[src/rtl/gpio_rx_pkg.sv]
// gpio_rx_pkg: shared pin-mode encoding and the fixed port layout.
// Assumes two mode bits per pin, supplied by an external configuration block.
package gpio_rx_pkg;

    typedef enum logic [1:0] {
        PM_ALT     = 2'b00,  // pin serves another function
        PM_OUT     = 2'b01,  // general output
        PM_IN_PU   = 2'b10,  // general input, pull-up on
        PM_IN_NOPU = 2'b11   // general input, pull-up off
    } pin_mode_e;

    localparam int unsigned MODE_W = 2;

    // True when the mode reads the pin level back.
    function automatic logic mode_is_input(pin_mode_e m);
        return m[1];
    endfunction

endpackage

[src/rtl/gpio_sync.sv]
// gpio_sync: per-bit multi-stage synchronizer for asynchronous pad levels.
// Assumes rst_n is synchronous; reset clears every stage to 0.
module gpio_sync #(
    parameter int unsigned WIDTH  = 8,
    parameter int unsigned STAGES = 2
) (
    input  logic             clk,
    input  logic             rst_n,
    input  logic [WIDTH-1:0] d,
    output logic [WIDTH-1:0] q
);

    localparam int unsigned LAST = STAGES - 1;

    logic [STAGES-1:0][WIDTH-1:0] stage;

    // Shift the pad levels through the stage chain.
    always_ff @(posedge clk) begin
        if (!rst_n) begin
            stage <= '0;
        end else begin
            stage[0] <= d;
            for (int s = 1; s < STAGES; s++) begin
                stage[s] <= stage[s-1];
            end
        end
    end

    assign q = stage[LAST];

    // Count edges since reset, saturating, so the latency check below never
    // looks back past the last reset.
    logic [1:0] since_rst;
    always_ff @(posedge clk) begin
        if (!rst_n)                since_rst <= '0;
        else if (since_rst != 2'd3) since_rst <= since_rst + 2'd1;
    end

    generate
        if (STAGES == 2) begin : g_lat2
            // the output is the input sampled two edges earlier.
            p_latency_r10: assert property (@(posedge clk) disable iff (!rst_n)
                (since_rst == 2'd3) |-> (q == $past(d, 2)));
        end
    endgenerate

endmodule

[src/rtl/gpio_data_reg.sv]
// gpio_data_reg: port data storage. Read-only bit positions hold no state and
// read as 0 here. Cleared only by power-on reset. A write is accepted when
// the strobe is high and the low-power hold is low.
module gpio_data_reg #(
    parameter int unsigned      WIDTH   = 8,
    parameter logic [WIDTH-1:0] RO_MASK = 8'h80
) (
    input  logic             clk,
    input  logic             por_n,
    input  logic             lp_hold,
    input  logic             wr_en,
    input  logic [WIDTH-1:0] wr_data,
    output logic [WIDTH-1:0] stored
);

    localparam logic [WIDTH-1:0] RW_MASK = ~RO_MASK;

    logic accept;

    // Decide whether this cycle's strobe may update the register.
    always_comb accept = wr_en && !lp_hold;

    // Capture writable bits; power-on reset is the only clearing source.
    always_ff @(posedge clk) begin
        if (!por_n)      stored <= '0;
        else if (accept) stored <= wr_data & RW_MASK;
    end

    // an accepted write lands at the next edge, read-only bits masked.
    p_write_r1: assert property (@(posedge clk) disable iff (!por_n)
        (wr_en && !lp_hold) |=> (stored == ($past(wr_data) & RW_MASK)));

    // during the low-power hold the contents never change.
    p_hold_r9: assert property (@(posedge clk) disable iff (!por_n)
        lp_hold |=> $stable(stored));

endmodule

[src/rtl/gpio_pin_ctrl.sv]
// gpio_pin_ctrl: per-pin mode decode, read multiplexing, output-enable and
// pull-up generation. Purely combinational. While in_por is high every pin
// is treated as input with pull-up. RX_MASK marks the pins whose reads the
// serial receive-enable overrides; RO_MASK marks pins with no storage.
module gpio_pin_ctrl
    import gpio_rx_pkg::*;
#(
    parameter int unsigned      WIDTH   = 8,
    parameter logic [WIDTH-1:0] RO_MASK = 8'h80,
    parameter logic [WIDTH-1:0] RX_MASK = 8'h15
) (
    input  logic                    in_por,
    input  logic [WIDTH*MODE_W-1:0] mode_bus,
    input  logic                    rx_en,
    input  logic [WIDTH-1:0]        stored,
    input  logic [WIDTH-1:0]        synced,
    output logic [WIDTH-1:0]        rd,
    output logic [WIDTH-1:0]        oe,
    output logic [WIDTH-1:0]        pu,
    output logic [WIDTH-1:0]        out
);

    generate
        for (genvar i = 0; i < WIDTH; i++) begin : g_pin
            pin_mode_e eff;

            // Pick the mode in force: the reset default or the configured one.
            always_comb eff = in_por ? PM_IN_PU : pin_mode_e'(mode_bus[MODE_W*i +: MODE_W]);

            // Select the value a read of this bit returns.
            always_comb begin
                if (RX_MASK[i] && rx_en)  rd[i] = synced[i];
                else if (mode_is_input(eff)) rd[i] = synced[i];
                else if (RO_MASK[i])      rd[i] = 1'b0;
                else                      rd[i] = stored[i];
            end

            // Drive the pad only in output mode and only for stored bits.
            always_comb oe[i] = !RO_MASK[i] && (eff == PM_OUT);

            // Pull-up follows the input-with-pull-up mode.
            always_comb pu[i] = (eff == PM_IN_PU);

            // Pad level is the stored bit; read-only pins output 0.
            always_comb out[i] = RO_MASK[i] ? 1'b0 : stored[i];
        end
    endgenerate

endmodule

[src/rtl/gpio_rx_port.sv]
// gpio_rx_port: eight-pin general-purpose port with a serial-receive read
// override. Assumes pin_in is asynchronous to clk, and that pin_mode and
// rx_en are already synchronous to clk. All resets are synchronous, active low.
module gpio_rx_port
    import gpio_rx_pkg::*;
#(
    parameter int unsigned  WIDTH       = 8,
    parameter int unsigned  SYNC_STAGES = 2,
    parameter logic [WIDTH-1:0] RO_MASK = 8'h80,
    parameter logic [WIDTH-1:0] RX_MASK = 8'h15
) (
    input  logic                    clk,
    input  logic                    por_n,
    input  logic                    man_rst_n,
    input  logic                    lp_hold,
    input  logic                    wr_en,
    input  logic [WIDTH-1:0]        wr_data,
    output logic [WIDTH-1:0]        rd_data,
    input  logic [WIDTH*MODE_W-1:0] pin_mode,
    input  logic                    rx_en,
    input  logic [WIDTH-1:0]        pin_in,
    output logic [WIDTH-1:0]        pin_out,
    output logic [WIDTH-1:0]        pin_oe,
    output logic [WIDTH-1:0]        pin_pu
);

    logic [WIDTH-1:0] stored;
    logic [WIDTH-1:0] synced;
    logic             sync_rst_n;

    // Either reset clears the synchronizer; only power-on clears the register.
    always_comb sync_rst_n = por_n && man_rst_n;

    gpio_sync #(.WIDTH(WIDTH), .STAGES(SYNC_STAGES)) u_sync (
        .clk   (clk),
        .rst_n (sync_rst_n),
        .d     (pin_in),
        .q     (synced)
    );

    gpio_data_reg #(.WIDTH(WIDTH), .RO_MASK(RO_MASK)) u_reg (
        .clk     (clk),
        .por_n   (por_n),
        .lp_hold (lp_hold),
        .wr_en   (wr_en),
        .wr_data (wr_data),
        .stored  (stored)
    );

    gpio_pin_ctrl #(.WIDTH(WIDTH), .RO_MASK(RO_MASK), .RX_MASK(RX_MASK)) u_ctrl (
        .in_por   (!por_n),
        .mode_bus (pin_mode),
        .rx_en    (rx_en),
        .stored   (stored),
        .synced   (synced),
        .rd       (rd_data),
        .oe       (pin_oe),
        .pu       (pin_pu),
        .out      (pin_out)
    );

    // a manual reset alone leaves the stored bits untouched.
    p_man_keep_r8: assert property (@(posedge clk) disable iff (!por_n)
        !man_rst_n |=> $stable(stored));

    // while power-on reset is held, all pull-ups are on and nothing drives.
    p_por_default_r7: assert property (@(posedge clk)
        !por_n |-> (pin_pu == {WIDTH{1'b1}} && pin_oe == '0));

    // read-only pins never drive their pad.
    p_ro_no_drive_r4: assert property (@(posedge clk) disable iff (!por_n)
        ((pin_oe & RO_MASK) == '0) && ((pin_out & RO_MASK) == '0));

    generate
        for (genvar i = 0; i < WIDTH; i++) begin : g_chk
            if (RX_MASK[i]) begin : g_rx
                // the receive enable makes the read report the pin.
                p_rx_priority_r6: assert property (@(posedge clk) disable iff (!por_n)
                    rx_en |-> (rd_data[i] == synced[i]));
            end
            if (RO_MASK[i]) begin : g_ro
                // read-only bits read 0 outside the input modes.
                p_ro_low_r4: assert property (@(posedge clk) disable iff (!por_n)
                    !pin_mode[MODE_W*i+1] |-> !rd_data[i]);
            end
        end
    endgenerate

endmodule

[config.mk]
export PLATFORM = sky130hd
export DESIGN_NAME = gpio_rx_port
export DESIGN_NICKNAME = d
export VERILOG_FILES = /design/src/rtl/gpio_rx_pkg.sv /design/src/rtl/gpio_sync.sv /design/src/rtl/gpio_data_reg.sv /design/src/rtl/gpio_pin_ctrl.sv /design/src/rtl/gpio_rx_port.sv
export SDC_FILE = /design/constraint.sdc
export NUM_CORES = 1
export LEC_CHECK = 0
export ABC_AREA = 0
export ABC_CLOCK_PERIOD_IN_PS = 800
export BUFFER_PORTS_ARGS = -buffer_cell sky130_fd_sc_hd__buf_2
export CORE_ASPECT_RATIO = 0.6
export CORE_UTILIZATION = 35
export DETAILED_ROUTE_END_ITERATION = 8
export PLACE_DENSITY = 0.7
export SLEW_MARGIN = 20
export SYNTH_ARGS = -nofsm -noshare
export SYNTH_HDL_FRONTEND = slang
export SYNTH_SLANG_ARGS = --single-unit
[constraint.sdc]
create_clock -name clk -period 0.8 [get_ports clk]
set_input_delay 0.08 -clock clk [delete_from_list [all_inputs] [get_ports clk]]
set_output_delay 0.08 -clock clk [all_outputs]
set_load 0.01 [all_outputs]
==> metrics.md <==
| Metric | Value |
|---|---|
| Net Switching | roughly 0.55 mW |
| DR vias | 993 |
| Startpoint Class | flip-flop |
| Post-synthesis register bit count | 23 |
| Global placement routability congestion | 0.8756 |
| Core box area | 0.002557 mm² |
| Worst slack at placement | -0.2738 ns |
| DR DRC count | 0 |
| Port buffer count | 66 |
| Layout Nets | about 230 |
| Ports | 70 |
| CTS Buf Count | 3 |
| Dpl hpwl | 1.884 mm |
| Die Span Y | 42.77 µm |
| Num rows | 14 |
| Initial antenna violation count | 0 |
| Clock-pin slew on the worst setup and hold paths | around 0.07 ns |
| Slowest stage delay, CP | between 0.3 and 0.4 ns |
| Yosys cell types | 18 |
| RSZ-0062 raised after global routing | yes |
| Reg2reg setup slack | -0.09 ns |
| Reg2Reg Depth | 4 |
| DR pass1 iterations | 4 |
| Die Width | 69.95 µm |
| Synth top area share | 47.48% |
| Worst hold stages | 2 |
| Crit path max fanout | 2 |
| Crit-path cells | mux2_4 -> buf_6 |
| Share of layout cells above drive strength 1 | 59.36% |
| Seq/Total Area, Yosys | 47.48% |
| Tmin final | approximately 1.1 ns |
| Ant diodes | 0 |
| Setup Viol. Count Final | 18 |
| Area leader, netlist | dfxtp_1 |
| Avg WL per Cell | 12.13 µm |
| Max cap viols | 0 |
| RR Endpoint | u_reg.stored[1] |
| Drt initial violations | 13 |
| Antenna Nets Post-Route | 0 |
| Hold Startpoint | pin_in[1] |
| GRT Total Usage | 17.07% |
| Clk root buf | clkbuf_8 |
| Switching part of the total | 23.02% |
| Synthesized area | 969.7 µm² |
| Setup WS post-layout | -0.2690 ns |
| GR Overflow Total | 0 |
| Failing checks | setup timing |
| Fill cells | 185 |
| Commonest non-fill, non-tap cells in the layout | buf_2 (49), buf_6 (27), and3_1 (21), dfxtp_1 (15), buf_4 (9) |
| DR vias/cell | 4.534 |
| Largest net degree at the start of global routing | 17 |
| P_int | 1.855 mW |
| Critical Path Slowest Stage Cell | dfxtp_2 |
| Skew final | between 0.0008 and 0.0009 ns |
| Core Util, Final | a little under 70% |
| Run status | complete, but fails checks |
| Post-Syn Instances | about 100 |
| Max VDD drop | around 0.001 V |
| Static leakage | 0.9376 nW |
| CTS tree | yes |
| Top post-synthesis cells by area | dfxtp_1 (47%), and3_1 (15%), mux2i_1 (7.2%) |
| Tcrit/Tclk final | 133.6% |
| Hold Path Class | in2reg |
| Clock tree sinks | 23 |
| CP required | 0.72 ns |
| Fmax | about 940 MHz |
| Slew Limit Fails | 0 |
| Syn avg cell area | 9.507 µm² |
| Area grow syn2layout | 77.42% |
| WHS Endpoint | u_sync.stage[1] |
| Clock share of power | 28.0% |
| Die outline area | 0.002992 mm² |
| Worst Path Arrival | 0.99 ns |
| Seq pwr share | 50.1% |
| Maximum clock insertion buffer count | 2 |
| CP endpoint kind | primary output |
| Final hold violation count | 0 |
| H-tree depth | 1 |
| Reg-to-reg critical path startpoint | u_reg.stored[1] |
| First-pass GRT wire length | 4.002 mm |
| Worst skew pair latency | 0.25 ns |
| Pwr/cell area | about 1400 mW/mm² |
| Synth warnings | 0 |
| Combinational Power Share | a little over a fifth |
| Commonest non-fill, non-tap cell in the layout | buf_2 |
| Starting Density | 37.92% |
| WS Path Type | reg2out |
| Detailed Route WL | 2.657 mm |
| Vias in the first global route | 920 |
| Worst hold margin | 0.05297 ns |
[flip-flops by register name, indices dropped and copies added (netlist names)]
signal / cells
u_reg.stored: 7
u_sync.q: 8
u_sync.stage: 8
[logic make-up (layout without fill, tap and decap cells)]
logic type             count (synthesis)  count (layout)  synth area share (%)
buffers and inverters                 16             100                 7.870
DFF                                   23              23                 47.48
other                                  1               2                0.3867
and+or+nand+nor                       39              39                 23.61
AOI/OAI and AO/OA                      9               9                 4.904
muxes                                 14              14                 15.74
[final cells by class]
| cell class | count | area, µm² | area share (%) |
|---|---|---|---|
| repair buffers | 88 | 666.9 | 38.76 |
| flip-flops and latches | 23 | 470.5 | 27.35 |
| multi-input cells | 64 | 467.9 | 27.20 |
| clock buffers | 4 | 45.04 | 2.618 |
| well taps | 32 | 40.04 | 2.327 |
| inverters | 8 | 30.03 | 1.745 |
[critical path, delay by kind of cell, from the launching register on]
family / cells / cell delay [ns]
mux: 1 / 0.27
flops: 1 / 0.34
buf+inv: 1 / 0.12
[worst max-delay path by stage]
stage / start / to / slack, ns
2_1_floorplan: rx_en / rd_data[0] / 0.04
3_3_place_gp: por_n / rd_data[0] / -0.22
3_5_place_dp: por_n / rd_data[0] / -0.27
4_1_cts: u_reg.stored[1] / rd_data[1] / -0.25
5_1_grt: u_reg.stored[1] / rd_data[1] / -0.29
6_report: u_reg.stored[1] / rd_data[1] / -0.27
[repair_timing]
action,CTS,global route
gates resized for setup,40,13
buffers inserted,11,5
hold buffers,0,0
hold endpoints to repair,0,0
gates cloned,0,0
setup endpoints to repair,22,20
[power by group through the flow]
| stage | combinational [mW] | clock (mW) | sequential, mW |
|---|---|---|---|
| 6_report | 0.528 | 0.675 | 1.21 |
| 3_5_place_dp | 0.392 | 0 | 1.23 |
| 4_1_cts | 0.498 | 0.688 | 1.20 |
| 5_1_grt | 0.572 | 0.749 | 1.21 |
| 3_3_place_gp | 0.380 | 0 | 1.23 |
| 2_1_floorplan | 0.180 | 0 | 1.23 |
[Yosys cell counts (all sizes together)]
master  number
inv          8
clkbuf       4
dfxtp       23
and3        23
buf          4
o21ai        8
conb         1
a21boi       1
nand2b       1
nor2b        8
nor2         3
mux2i        7
nand2        4
mux2         7
[stage by stage]
stage / instances / area, µm² / TNS, ns / power [mW]
floorplan: 103 / 973.4 / 0 / 1.412
finish: 219 / 1720 / -2.688 / 2.409
CTS: 217 / 1665 / -2.446 / 2.390
global route: 219 / 1720 / -3.229 / 2.529
detailed placement: 202 / 1378 / -3.034 / 1.620
global placement: 202 / 1378 / -2.390 / 1.607
[metal layers]
metal	part of all wire [%]	up-vias	GRT usage [%]
met1	42	442	19.91
met5	0	-	0
li1	-	506	-
met2	49	45	30.00
met3	8.5	0	7.126
met4	0	0	2.800
Power figures use the tool's default switching activity.
